**src/rtl/dag_pkg.sv**
```systemverilog
package dag_pkg;
  typedef struct packed {
    logic useInd;   // decode: take the pointer path
    logic fwdCap;   // decode: capture write data for forwarding
    logic rdZero;   // execute: force read data to zero
    logic fwdUse;   // execute: return captured write data
  } dagStrobes_t;
endpackage

```
**src/rtl/dag_ctrl.sv**
```systemverilog
module dag_ctrl
  import dag_pkg::*;
#(
  parameter int FILE_W   = 7,
  parameter int IND_FILE = 0
) (
  input  logic              clk,
  input  logic              rstN,
  input  logic [FILE_W-1:0] fileSel,
  input  logic [FILE_W-1:0] ptrFile,
  input  logic              rdReq,
  input  logic              wrReq,
  input  logic              addrMatch,
  output logic              ramOe,
  output logic              ramWe,
  output dagStrobes_t       strb
);
  localparam logic [FILE_W-1:0] IndCode = FILE_W'(IND_FILE);

  logic isInd, isSelf, weQ, rdZeroQ, fwdQ, fwdHit;

  assign isInd  = (fileSel == IndCode);
  assign isSelf = isInd && (ptrFile == IndCode);
  assign ramOe  = rdReq && !isSelf;
  assign ramWe  = weQ;
  assign fwdHit = weQ && ramOe && addrMatch;

  always_ff @(posedge clk or negedge rstN) begin
    if (!rstN) begin
      weQ     <= 1'b0;
      rdZeroQ <= 1'b0;
      fwdQ    <= 1'b0;
    end else begin
      weQ     <= wrReq && !isSelf;
      rdZeroQ <= rdReq && isSelf;
      fwdQ    <= fwdHit;
    end
  end

  always_comb begin
    strb.useInd = isInd;
    strb.fwdCap = fwdHit;
    strb.rdZero = rdZeroQ;
    strb.fwdUse = fwdQ;
  end
endmodule

```
**src/rtl/dag_datapath.sv**
```systemverilog
module dag_datapath
  import dag_pkg::*;
#(
  parameter int FILE_W = 7,
  parameter int BANK_W = 2,
  parameter int PTR_W  = 8,
  parameter int DATA_W = 8,
  localparam int ADDR_W = BANK_W + FILE_W
) (
  input  logic              clk,
  input  logic              rstN,
  input  dagStrobes_t       strb,
  input  logic [FILE_W-1:0] fileSel,
  input  logic [BANK_W-1:0] bankSel,
  input  logic              indBank,
  input  logic [PTR_W-1:0]  filePtr,
  input  logic [DATA_W-1:0] wrData,
  input  logic [DATA_W-1:0] ramDataI,
  output logic [ADDR_W-1:0] rdAddr,
  output logic [ADDR_W-1:0] wrAddr,
  output logic              addrMatch,
  output logic [DATA_W-1:0] rdData
);
  logic [ADDR_W-1:0] directAddr, indAddr;
  logic [DATA_W-1:0] fwdDataQ;

  assign directAddr = {bankSel, fileSel};
  assign indAddr    = {indBank, filePtr};
  assign rdAddr     = strb.useInd ? indAddr : directAddr;
  assign addrMatch  = (wrAddr == rdAddr);

  always_ff @(posedge clk or negedge rstN) begin
    if (!rstN) begin
      wrAddr   <= '0;
      fwdDataQ <= '0;
    end else begin
      wrAddr <= rdAddr;
      if (strb.fwdCap) fwdDataQ <= wrData;
    end
  end

  always_comb begin
    if (strb.rdZero)      rdData = '0;
    else if (strb.fwdUse) rdData = fwdDataQ;
    else                  rdData = ramDataI;
  end
endmodule

```
**src/rtl/dmem_addr_gen.sv**
```systemverilog
module dmem_addr_gen
  import dag_pkg::*;
#(
  parameter int FILE_W   = 7,
  parameter int BANK_W   = 2,
  parameter int PTR_W    = 8,
  parameter int DATA_W   = 8,
  parameter int IND_FILE = 0,
  localparam int ADDR_W  = BANK_W + FILE_W
) (
  input  logic              clk,
  input  logic              rstN,
  input  logic [FILE_W-1:0] fileSel,
  input  logic              rdReq,
  input  logic              wrReq,
  input  logic [BANK_W-1:0] bankSel,
  input  logic              indBank,
  input  logic [PTR_W-1:0]  filePtr,
  input  logic [DATA_W-1:0] wrData,
  input  logic [DATA_W-1:0] ramDataI,
  output logic [ADDR_W-1:0] rdAddr,
  output logic [ADDR_W-1:0] wrAddr,
  output logic              ramWe,
  output logic              ramOe,
  output logic [DATA_W-1:0] ramDataO,
  output logic [DATA_W-1:0] rdData
);
  dagStrobes_t strb;
  logic        addrMatch;

  assign ramDataO = wrData;

  dag_ctrl #(.FILE_W(FILE_W), .IND_FILE(IND_FILE)) u_ctrl (
    .clk(clk), .rstN(rstN), .fileSel(fileSel),
    .ptrFile(filePtr[FILE_W-1:0]), .rdReq(rdReq), .wrReq(wrReq),
    .addrMatch(addrMatch), .ramOe(ramOe), .ramWe(ramWe), .strb(strb)
  );

  dag_datapath #(.FILE_W(FILE_W), .BANK_W(BANK_W), .PTR_W(PTR_W),
                 .DATA_W(DATA_W)) u_dp (
    .clk(clk), .rstN(rstN), .strb(strb), .fileSel(fileSel),
    .bankSel(bankSel), .indBank(indBank), .filePtr(filePtr),
    .wrData(wrData), .ramDataI(ramDataI), .rdAddr(rdAddr),
    .wrAddr(wrAddr), .addrMatch(addrMatch), .rdData(rdData)
  );
endmodule

```
**config.mk**
```make
export PLATFORM = sky130hd
export DESIGN_NAME = dmem_addr_gen
export DESIGN_NICKNAME = d
export VERILOG_FILES = /design/src/rtl/dag_pkg.sv /design/src/rtl/dag_ctrl.sv /design/src/rtl/dag_datapath.sv /design/src/rtl/dmem_addr_gen.sv
export SDC_FILE = /design/constraint.sdc
export NUM_CORES = 1
export LEC_CHECK = 0
export BUFFER_PORTS_ARGS = -buffer_cell sky130_fd_sc_hd__buf_2
export CAP_MARGIN = 0
export CELL_PAD_IN_SITES_DETAIL_PLACEMENT = 1
export CELL_PAD_IN_SITES_GLOBAL_PLACEMENT = 1
export CORE_MARGIN = 1.5
export CORE_UTILIZATION = 30
export DETAILED_ROUTE_END_ITERATION = 16
export PLACE_DENSITY = 0.77
export SLEW_MARGIN = 10
export SYNTH_ARGS = -nofsm -noshare
export SYNTH_HDL_FRONTEND = slang
export SYNTH_SLANG_ARGS = --single-unit
```
**constraint.sdc**
```tcl
create_clock -name clk -period 2.2 [get_ports clk]
set_clock_uncertainty 0.1 [all_clocks]
set_input_delay 0.33 -clock clk [delete_from_list [all_inputs] [get_ports clk]]
set_output_delay 0.33 -clock clk [all_outputs]
set_load 0.005 [all_outputs]
```
==> impl_metrics.json <==
{
  "status": "completed",
  "fp.dieW_um": 64.6,
  "worstSetupPathType": "input port to register",
  "worst_path_largest_cell_delay_ns": 0.37,
  "grt_setup_unrepaired": "false",
  "fin_util": 0.448,
  "power.leakage_nw": 0.872,
  "dp_hpwl_um": 2790,
  "hp-class": "input port to register",
  "synth_edf_count": 0,
  "period_needed_ns": 2.07,
  "fmax_mhz": 482,
  "worstMarginPinSlew_ns": 0.432,
  "powerDensity_nw_per_um2": 482,
  "cp.required_ns": 2.24,
  "vias_per_cell": 4.69,
  "clockBufferDepth": 2,
  "grt.total_usage": 0.167,
  "clock_latency_ns": 0.25,
  "worst_slew_margin_rel": 0.712,
  "coreArea_um2": 3660,
  "path_clk_slew_ns": 0.07,
  "htree_levels": 1,
  "end_kind": "register",
  "antenna_found_initial": 0,
  "synth_cells": 100,
  "diodes": 0,
  "drt-total-wl_um": 3210,
  "min_period_over_period": 0.943,
  "grt_pass1_wl_um": 5340,
  "yosysSeqAreaShare": 0.439,
  "peakVddDrop_uv": 213,
  "crit_slowest_cell": "nor4_4",
  "num_vias": 1065,
  "syn_area_um2": 1140,
  "nets": 219,
  "cts_buffers": 3,
  "cp-start-kind": "input port",
  "ys.flop_type": "dfrtp_1",
  "ys_types": 29,
  "r2r_setup_slack_ns": 0.42,
  "detail_route.first_pass.iterations": 2,
  "crit_chain": "buf_2 > nor4_4 > a31o_2 > xor2_1 > nor4_2 > nand4_4 > mux2_4",
  "cts.sinks": 20,
  "setup_viol": 0,
  "top_level_ports": 74,
  "wl_per_cell_um": 14.1,
  "cts_tree": "built",
  "grt_pass1_vias": 1158,
  "die_h_um": 64.6,
  "dieArea_um2": 4180,
  "synthTopCellsByCount": "20 x dfrtp_1, 12 x nor2_1, 10 x mux2i_1, 8 x buf_4, 8 x mux2_2",
  "numPortBuffers": 73,
  "initial_core_util": 0.311,
  "yosysTopAreaCell": "dfrtp_1",
  "slew_viol_final": 0,
  "ant_nets": 0,
  "path_max_fanout": 9,
  "synth_fp_nets": 138,
  "rows": 22,
  "yosysTopAreaCellShare": 0.439,
  "syn_to_final_growth_pct": 43.8,
  "synth_async_sr_flop_share": 1.00,
  "place_congestion": 0.796,
  "synth-seq-cells": 20,
  "hold_viol": 0,
  "drt_iter0_drc": 10,
  "instances_no_fill": 227,
  "cap_violations": 0,
  "drcViolationCount": 0,
  "ys_warn_count": 0,
  "root_buffer": "clkbuf_8",
  "synth.most_common_cell": "dfrtp_1",
  "crit_arrival_ns": 2.12,
  "drive_gt1_frac": 0.603,
  "synth_area_leaders": "dfrtp_1 44%, mux2i_1 8.8%, mux2_2 7.9%",
  "dpl.cell_count": 223,
  "cts_resized": 0,
  "synth.avg_cell_area_um2": 11.4,
  "grt_overflow": 0,
  "grt_start_max_net_pins": 21
}
## cells in the final DEF (no fill, tap or decap)
cell type and count:
a41o_1 1, nand4_1 1, mux2i_1 10, a31o_2 2
dlygate4sd3_1 1, a41o_2 1, nand2b_1 2, nand4_4 1
buf_2 73, nor4_4 1, and2_1 2, xor2_1 4
mux2_2 8, nor3_1 1, nand3_1 2, nor4_1 1
mux2_4 1, buf_4 12, a21o_2 3, xnor2_1 5
dfrtp_1 20, nor4_2 1, inv_1 5, nor4b_1 2
nor2_1 12, nor3_2 1, nand2_1 1, nor3b_1 1
clkbuf_8 3, o2111a_2 1
## layer usage
layer | wire (um) | global-route usage
met4 | 51 | 0.0718
met3 | 282 | 0.0382
met2 | 1600 | 0.296
met1 | 1270 | 0.193
met5 | 0 | 0
## what timing repair did
item / in CTS / in global routing
hold endpoints to repair: 20 / 0
hold buffers: 1 / 0
buffers inserted: 0 / 0
## worst max-delay path: cells and delay by family
kind / cells / cell delay [ns]
AO/OA/AOI/OAI: 1 / 0.25
XOR/XNOR: 1 / 0.08
buffers and inverters: 1 / 0.12
multiplexers: 1 / 0.35
AND/OR/NAND/NOR: 3 / 0.97
## state kept, by name (all words and copies together), names as in the netlist
register / flops
u_dp.fwdDataQ: 8
u_ctrl.ramWe: 1
u_ctrl.rdZeroQ: 1
u_dp.wrAddr: 9
u_ctrl.fwdQ: 1
## power by group
group          leakage [nW]  switching [mW]  total [mW]  internal, mW
Combinational         0.595          0.0815       0.171        0.0898
Sequential            0.256          0.0103       0.392         0.382
Clock                0.0216           0.106       0.227         0.122
## final timing paths
check | start | to | depth (start not counted)
max | fileSel[5] | u_dp.fwdDataQ[1] | 7
min | rdReq | u_ctrl.rdZeroQ | 3
max reg2reg | u_dp.wrAddr[8] | u_dp.fwdDataQ[1] | 6
min reg2reg | u_dp.fwdDataQ[3] | u_dp.fwdDataQ[3] | 1
max in group asynchronous | rstN | u_dp.wrAddr[0] | 2
min in group asynchronous | rstN | u_dp.fwdDataQ[1] | 2
## metrics by stage
step / setup slack (ns) / hold WS (ns) / power, mW / setup TNS, ns / area [um2]
2_1_floorplan: 0.135 / -0.0656 / 0.469 / 0 / 1140
3_3_place_gp: -0.0643 / 0.191 / 0.563 / -0.367 / 1590
3_5_place_dp: -0.192 / 0.199 / 0.571 / -1.43 / 1590
4_1_cts: 0.0872 / 0.195 / 0.804 / 0 / 1640
5_1_grt: 0.0123 / 0.197 / 0.834 / 0 / 1640
6_report: 0.126 / 0.197 / 0.791 / 0 / 1640
## kinds of logic after synthesis
group / share of synthesized area
flip-flops: 0.439
multiplexers: 0.180
AO/OA/AOI/OAI: 0.0681
AND/OR/NAND/NOR: 0.168
buffers and inverters: 0.0757
XOR/XNOR: 0.0691
## area by class of cell
type | instances | area, um2
tap | 48 | 60.1
timing repair buffer | 86 | 465
sequential | 20 | 500
multi-input combinational | 65 | 553
inverter | 5 | 18.8
fill | 458 | 2020
clock buffer | 3 | 41.3
Note: power is estimated with default switching activity, not from simulation.
